--- src/rtl/uart_cmd_pkg.sv ---
package uart_cmd_pkg;
  parameter int CMD_W = 4;
  parameter int ERR_W = 4;

  typedef enum logic [CMD_W-1:0] {
    CMD_RST_RX  = 4'h2,
    CMD_RST_TX  = 4'h3,
    CMD_RST_ERR = 4'h4,
    CMD_RST_DBK = 4'h5,
    CMD_BRK_ON  = 4'h6,
    CMD_BRK_OFF = 4'h7,
    CMD_RTS_ON  = 4'h8,
    CMD_RTS_OFF = 4'h9
  } cmd_code_e;

  typedef struct packed {
    logic rst_rx;
    logic rst_tx;
    logic rst_err;
    logic rst_dbk;
    logic brk_on;
    logic brk_off;
    logic rts_on;
    logic rts_off;
  } cmd_act_t;
endpackage

--- src/rtl/uart_cmd_decode.sv ---
module uart_cmd_decode
  import uart_cmd_pkg::*;
(
  input  logic             wr_i,
  input  logic [CMD_W-1:0] code_i,
  output cmd_act_t         act_o
);
  always_comb begin
    act_o = '0;
    if (wr_i) begin
      case (code_i)
        CMD_RST_RX:  act_o.rst_rx  = 1'b1;
        CMD_RST_TX:  act_o.rst_tx  = 1'b1;
        CMD_RST_ERR: act_o.rst_err = 1'b1;
        CMD_RST_DBK: act_o.rst_dbk = 1'b1;
        CMD_BRK_ON:  act_o.brk_on  = 1'b1;
        CMD_BRK_OFF: act_o.brk_off = 1'b1;
        CMD_RTS_ON:  act_o.rts_on  = 1'b1;
        CMD_RTS_OFF: act_o.rts_off = 1'b1;
        default: ;
      endcase
    end
  end

  always_comb begin
    AST_ONE_ACTION: assert ($onehot0(act_o));
    AST_NO_WR_NO_ACT: assert (wr_i || act_o == '0);
  end
endmodule

--- src/rtl/uart_cmd_stat_reg.sv ---
module uart_cmd_stat_reg #(
  parameter int W = 1
) (
  input  logic         clk_i,
  input  logic         rst_ni,
  input  logic [W-1:0] set_i,
  input  logic [W-1:0] clr_i,
  output logic [W-1:0] q_o
);
  for (genvar i = 0; i < W; i++) begin : g_bit
    always_ff @(posedge clk_i or negedge rst_ni) begin
      if (!rst_ni)       q_o[i] <= 1'b0;
      else if (clr_i[i]) q_o[i] <= 1'b0;  // clear wins over set
      else if (set_i[i]) q_o[i] <= 1'b1;
    end

    AST_BIT_HOLD: assert property (@(posedge clk_i) disable iff (!rst_ni)
      q_o[i] && !clr_i[i] |=> q_o[i]);
    AST_BIT_SET: assert property (@(posedge clk_i) disable iff (!rst_ni)
      set_i[i] && !clr_i[i] |=> q_o[i]);
    AST_BIT_CLR: assert property (@(posedge clk_i) disable iff (!rst_ni)
      clr_i[i] |=> !q_o[i]);
    AST_BIT_IDLE: assert property (@(posedge clk_i) disable iff (!rst_ni)
      !q_o[i] && !set_i[i] |=> !q_o[i]);
  end
endmodule

--- src/rtl/uart_cmd_line.sv ---
module uart_cmd_line
  import uart_cmd_pkg::*;
(
  input  logic     clk_i,
  input  logic     rst_ni,
  input  cmd_act_t act_i,
  output logic     brk_req_o,
  output logic     rts_no
);
  always_ff @(posedge clk_i or negedge rst_ni) begin
    if (!rst_ni) begin
      brk_req_o <= 1'b0;
      rts_no    <= 1'b1;
    end else begin
      if (act_i.brk_on)       brk_req_o <= 1'b1;
      else if (act_i.brk_off) brk_req_o <= 1'b0;
      if (act_i.rts_on)       rts_no <= 1'b0;
      else if (act_i.rts_off) rts_no <= 1'b1;
    end
  end

  AST_BRK_ON: assert property (@(posedge clk_i) disable iff (!rst_ni)
    act_i.brk_on |=> brk_req_o);
  AST_BRK_OFF: assert property (@(posedge clk_i) disable iff (!rst_ni)
    act_i.brk_off |=> !brk_req_o);
  AST_RTS_ON: assert property (@(posedge clk_i) disable iff (!rst_ni)
    act_i.rts_on |=> !rts_no);
  AST_RTS_OFF: assert property (@(posedge clk_i) disable iff (!rst_ni)
    act_i.rts_off |=> rts_no);
endmodule

--- src/rtl/uart_cmd_ctrl.sv ---
module uart_cmd_ctrl
  import uart_cmd_pkg::*;
(
  input  logic             clk_i,
  input  logic             rst_ni,
  input  logic             cmd_wr_i,
  input  logic [CMD_W-1:0] cmd_code_i,
  input  logic             rx_en_set_i,
  input  logic             tx_en_set_i,
  input  logic             rx_ffull_set_i,
  input  logic             rx_rdy_set_i,
  input  logic             tx_emp_set_i,
  input  logic             tx_rdy_set_i,
  input  logic [ERR_W-1:0] err_set_i,
  input  logic             brk_chg_i,
  output logic             rx_en_o,
  output logic             tx_en_o,
  output logic             rx_ffull_o,
  output logic             rx_rdy_o,
  output logic             tx_emp_o,
  output logic             tx_rdy_o,
  output logic [ERR_W-1:0] err_o,
  output logic             dbrk_o,
  output logic             brk_req_o,
  output logic             rts_no,
  output logic             fifo_ptr_rst_o
);
  localparam int SIDE_W = 3;

  cmd_act_t act;

  uart_cmd_decode u_dec (.wr_i(cmd_wr_i), .code_i(cmd_code_i), .act_o(act));

  uart_cmd_stat_reg #(.W(SIDE_W)) u_rx (
    .clk_i, .rst_ni,
    .set_i({rx_en_set_i, rx_ffull_set_i, rx_rdy_set_i}),
    .clr_i({SIDE_W{act.rst_rx}}),
    .q_o  ({rx_en_o, rx_ffull_o, rx_rdy_o})
  );

  uart_cmd_stat_reg #(.W(SIDE_W)) u_tx (
    .clk_i, .rst_ni,
    .set_i({tx_en_set_i, tx_emp_set_i, tx_rdy_set_i}),
    .clr_i({SIDE_W{act.rst_tx}}),
    .q_o  ({tx_en_o, tx_emp_o, tx_rdy_o})
  );

  uart_cmd_stat_reg #(.W(ERR_W)) u_err (
    .clk_i, .rst_ni,
    .set_i(err_set_i),
    .clr_i({ERR_W{act.rst_err}}),
    .q_o  (err_o)
  );

  uart_cmd_stat_reg #(.W(1)) u_dbk (
    .clk_i, .rst_ni,
    .set_i(brk_chg_i),
    .clr_i(act.rst_dbk),
    .q_o  (dbrk_o)
  );

  uart_cmd_line u_line (.clk_i, .rst_ni, .act_i(act), .brk_req_o, .rts_no);

  always_ff @(posedge clk_i or negedge rst_ni) begin
    if (!rst_ni) fifo_ptr_rst_o <= 1'b0;
    else         fifo_ptr_rst_o <= act.rst_rx;
  end

  // checks against the port-level command code
  logic code_rx, code_tx, code_nop, no_evt;
  assign code_rx  = cmd_wr_i && cmd_code_i == 4'b0010;
  assign code_tx  = cmd_wr_i && cmd_code_i == 4'b0011;
  assign code_nop = cmd_wr_i && (cmd_code_i < 4'd2 || cmd_code_i > 4'd9);
  assign no_evt   = !(rx_en_set_i || tx_en_set_i || rx_ffull_set_i || rx_rdy_set_i ||
                      tx_emp_set_i || tx_rdy_set_i || brk_chg_i || |err_set_i);

  AST_RX_RESET: assert property (@(posedge clk_i) disable iff (!rst_ni)
    code_rx |=> fifo_ptr_rst_o && !rx_en_o && !rx_ffull_o && !rx_rdy_o);
  AST_PTR_ONLY_ON_RX: assert property (@(posedge clk_i) disable iff (!rst_ni)
    !code_rx |=> !fifo_ptr_rst_o);
  AST_TX_RESET: assert property (@(posedge clk_i) disable iff (!rst_ni)
    code_tx |=> !tx_en_o && !tx_emp_o && !tx_rdy_o);
  AST_SIDE_RESET_KEEP: assert property (@(posedge clk_i) disable iff (!rst_ni)
    (code_rx || code_tx) && no_evt |=>
      $stable(err_o) && $stable(dbrk_o) && $stable(brk_req_o) && $stable(rts_no));
  AST_ERR_CLEAR: assert property (@(posedge clk_i) disable iff (!rst_ni)
    cmd_wr_i && cmd_code_i == 4'b0100 |=> err_o == '0);
  AST_DBRK_ONLY: assert property (@(posedge clk_i) disable iff (!rst_ni)
    cmd_wr_i && cmd_code_i == 4'b0101 && no_evt |=> !dbrk_o && $stable(err_o) &&
      $stable({rx_en_o, rx_ffull_o, rx_rdy_o, tx_en_o, tx_emp_o, tx_rdy_o}));
  AST_NOP_STABLE: assert property (@(posedge clk_i) disable iff (!rst_ni)
    code_nop && no_evt |=> !fifo_ptr_rst_o && $stable(err_o) && $stable(dbrk_o) &&
      $stable(brk_req_o) && $stable(rts_no) &&
      $stable({rx_en_o, rx_ffull_o, rx_rdy_o, tx_en_o, tx_emp_o, tx_rdy_o}));
  AST_IDLE_STABLE: assert property (@(posedge clk_i) disable iff (!rst_ni)
    !cmd_wr_i && no_evt |=> $stable(err_o) && $stable(dbrk_o) && $stable(brk_req_o) &&
      $stable(rts_no) && $stable({rx_en_o, rx_ffull_o, rx_rdy_o, tx_en_o, tx_emp_o, tx_rdy_o}));
endmodule

--- config.mk ---
export PLATFORM = sky130hd
export DESIGN_NAME = uart_cmd_ctrl
export DESIGN_NICKNAME = d
export VERILOG_FILES = /design/src/rtl/uart_cmd_pkg.sv /design/src/rtl/uart_cmd_decode.sv /design/src/rtl/uart_cmd_stat_reg.sv /design/src/rtl/uart_cmd_line.sv /design/src/rtl/uart_cmd_ctrl.sv
export SDC_FILE = /design/constraint.sdc
export NUM_CORES = 1
export LEC_CHECK = 0
export BUFFER_PORTS_ARGS = -buffer_cell sky130_fd_sc_hd__buf_2
export CAP_MARGIN = 20
export CORE_UTILIZATION = 36
export CTS_BUF_LIST = sky130_fd_sc_hd__clkbuf_4 sky130_fd_sc_hd__clkbuf_8 sky130_fd_sc_hd__clkbuf_16
export DETAILED_ROUTE_END_ITERATION = 7
export PLACE_DENSITY = 0.79
export SLEW_MARGIN = 5
export SYNTH_ARGS = -nofsm -noshare
export SYNTH_HDL_FRONTEND = slang
export SYNTH_SLANG_ARGS = --single-unit
--- constraint.sdc ---
create_clock -name clk_i -period 0.88 [get_ports clk_i]
set_clock_uncertainty 0.15 [all_clocks]
set_input_delay 0.176 -clock clk_i [delete_from_list [all_inputs] [get_ports clk_i]]
set_output_delay 0.176 -clock clk_i [all_outputs]
set_load 0.1 [all_outputs]
==> impl_metrics.yaml <==
floorplanning:
  rows: 13
  die_area_um2: 1640
  core_um2: 1330
  die_w_um: 40.5
  pin_count: 32
  start_util: 0.401
  die_h_um: 40.5
clock_network:
  cts_buffers: 3
  cts.sinks: 14
  cts_max_level: 1
  clkTransAtPathRegs_ns: 0.09
  cts_hold_buf: 1
  cts_tree: "done"
  root_buffer: "clkbuf_4"
  cts_max_path_buffers: 2
  insertion_delay_ns: 0.28
timing:
  fin_crit_sh: 1.62
  max_freq_mhz: 702
  hold_viol: 0
  setup_slack_ns: -0.545
  setup_violations: 27
  drv_slew: 0
  worstMarginPinSlew_ns: 0.310
  max_slew_margin: 0.794
  min_period_ns: 1.43
  rsz0062_at_grt: "yes"
worst_setup_path:
  r2r_start: "u_line.brk_req_o"
  path_cells: "buf_12"
  crit_end: "rts_no"
  critPathBufInv: 1
  cp_max_fo: 2
  slowest_delay_ns: 0.64
  critPathKind: "flop to output pin"
  end_kind: "output pin"
  r2r_slack_ns: -0.25
  worstSetupStartpointType: "flop"
  slowest_stage: "dfstp_4"
  cp.arrival_ns: 1.10
  worstRegToRegCells: 2
  critPathLaunch: "u_line.rts_no"
  cp.depth: 1
  r2r-end: "u_line.brk_req_o"
  cp_top_family: "flip-flops"
  required_ns: 0.55
pwr:
  vdd_drop_max_mv: 0.996
  internal_power_mw: 1.23
  clock_power_share: 0.246
  power_mw: 1.91
  p_per_area_nw_per_um2: 1650
  seqPwrFrac: 0.402
  combPwrFrac: 0.353
  switching_power_uw: 677
  swShare: 0.354
  p_leak_nw: 0.483
global_routing:
  overflow: 0
  grt_start_max_net_pins: 15
  grt_usage: 0.227
  antenna_found_initial: 0
  grt_pass1_wl_um: 2300
  first_global_vias: 506
place:
  dp.cells: 93
  preCtsSetupSlack_ns: -0.243
  gp_congestion: 0.618
  dp.final_hpwl_um: 1220
  place_area_um2: 997
  io_buffers: 31
final_layout:
  design_area_um2: 1160
  antenna_cells: 0
  seqCellArea_um2: 404
  n_fill_cell: 62
  nNetsFinal: 106
  multi_input_area_um2: 255
  final_layout_size_suffix_gt1_frac: 0.862
  area_growth_pct: 117
  instances_no_fill: 102
synthesis:
  seq_area_frac_synth: 0.658
  ys_ff_latch: 14
  avgSynthCellArea_um2: 12.1
  yosys_warnings: 0
  synth_area_um2: 534
  synth_cell_type_count: 12
  syn_inst: 44
  syn_nets: 62
drt:
  wl_per_cell_um: 19.1
  routed_wl_um: 1950
  antenna_left: 0
  first_iter_violations: 14
  via_count: 539
  drc: 0
  first_pass_iters: 5
  via_per_inst: 5.28
job:
  max_cap_violations: 0
run_status:
  violations: "negative setup slack"
  outcome: "finished with violations"
hold_path:
  hold_class: "primary input to flop"
## cell usage after synthesis
cell type,number,area (µm²)
and4bb_4,1,16.3
and4bb_2,1,12.5
nand4b_1,1,8.76
inv_2,1,3.75
mux2_2,1,11.3
nor2_1,11,41.3
a21oi_1,11,55.1
mux2_4,1,15.0
and2_1,1,6.26
dfstp_2,1,26.3
and4bb_1,1,12.5
dfrtp_1,13,325
## what timing repair did
action | in CTS | in global routing
setup endpoints to repair | 27 | 27
resized for setup | 11 | 13
buffers inserted | 2 | 2
endpoints found under the hold margin | 17 | 2
## worst min path at each step
stage	slack, ns	cells after the start	start	to
2_1_floorplan	-0.27	0	rst_ni	fifo_ptr_rst_o
3_5_place_dp	-0.07	1	rst_ni	u_dbk.q_o
5_1_grt	-0.01	3	err_set_i[1]	u_err.q_o[1]
3_3_place_gp	-0.07	1	rst_ni	u_line.brk_req_o
4_1_cts	-0.006	3	err_set_i[1]	u_err.q_o[1]
6_report	0.003	3	err_set_i[1]	u_err.q_o[1]
## cell usage in the layout (no fill, tap or decap)
cell and instances:
nor2_2 2, a21oi_1 5, buf_2 17, dlygate4sd3_1 1, and4bb_1 1, dfstp_4 1
clkbuf_8 1, buf_12 14, clkbuf_4 3, nor2_4 6, and4bb_2 1, and4bb_4 1
mux2_4 2, buf_6 4, and2_1 1, a21oi_2 6, inv_2 1, dfrtp_4 13
nand4b_1 1, buf_4 3, nor2_1 3
## power by group through the flow
stage          registers (mW)  logic, mW  clock network (mW)
3_3_place_gp            0.771      0.594                   0
2_1_floorplan            1.05     0.0593                   0
5_1_grt                 0.771      0.698               0.515
4_1_cts                 0.766      0.646               0.470
3_5_place_dp            0.779      0.608                   0
6_report                0.768      0.674               0.469
## state kept, by name, summed over array words and instances, names as in the netlist
register and flops:
fifo_ptr_rst_o 1, u_dbk.q_o 1, u_err.q_o 4, u_line.brk_req_o 1, u_line.rts_no 1, u_rx.q_o 3
u_tx.q_o 3
## stage by stage
| step | hold slack, ns | setup TNS [ns] | util |
|---|---|---|---|
| finish | 0.00329 | -6.74 | 0.871 |
| global route | -0.00959 | -7.39 | 0.871 |
| CTS | -0.00588 | -6.52 | 0.820 |
| detailed placement | -0.0663 | -3.60 | 0.748 |
| global placement | -0.0731 | -3.09 | 0.748 |
| floorplan | -0.270 | -3.04 | - |
## routing by layer
metal / global-route usage / up-vias / routed length [µm] / share of wire
met5: 0 / - / 0 / 0
met4: 0.142 / 0 / 37 / 0.019
met3: 0.0500 / 6 / 107 / 0.055
met2: 0.377 / 32 / 1050 / 0.54
met1: 0.261 / 264 / 746 / 0.38
li1: - / 237 / - / -
## tightest hold or removal path, cell delays in order
cell     delay [ns]
buf_2          0.09
nor2_2         0.03
a21oi_1        0.10
## cell type report
| class | count | area share |
|---|---|---|
| tap | 15 | 0.0162 |
| sequential | 14 | 0.348 |
| multi-input combinational | 29 | 0.220 |
| clock buffer | 4 | 0.0313 |
| timing repair buffer | 39 | 0.381 |
| inverter | 1 | 0.00323 |
## logic make-up (layout without fill, tap and decap cells)
| kind of cell | count (synthesis) | in the layout | synth area share |
|---|---|---|---|
| AND/OR/NAND/NOR | 16 | 16 | 0.183 |
| flip-flops | 14 | 14 | 0.658 |
| AO/OA/AOI/OAI | 11 | 11 | 0.103 |
| multiplexers | 2 | 2 | 0.0492 |
| buffers and inverters | 1 | 44 | 0.00702 |
Note: power is estimated with default switching activity, not from simulation.
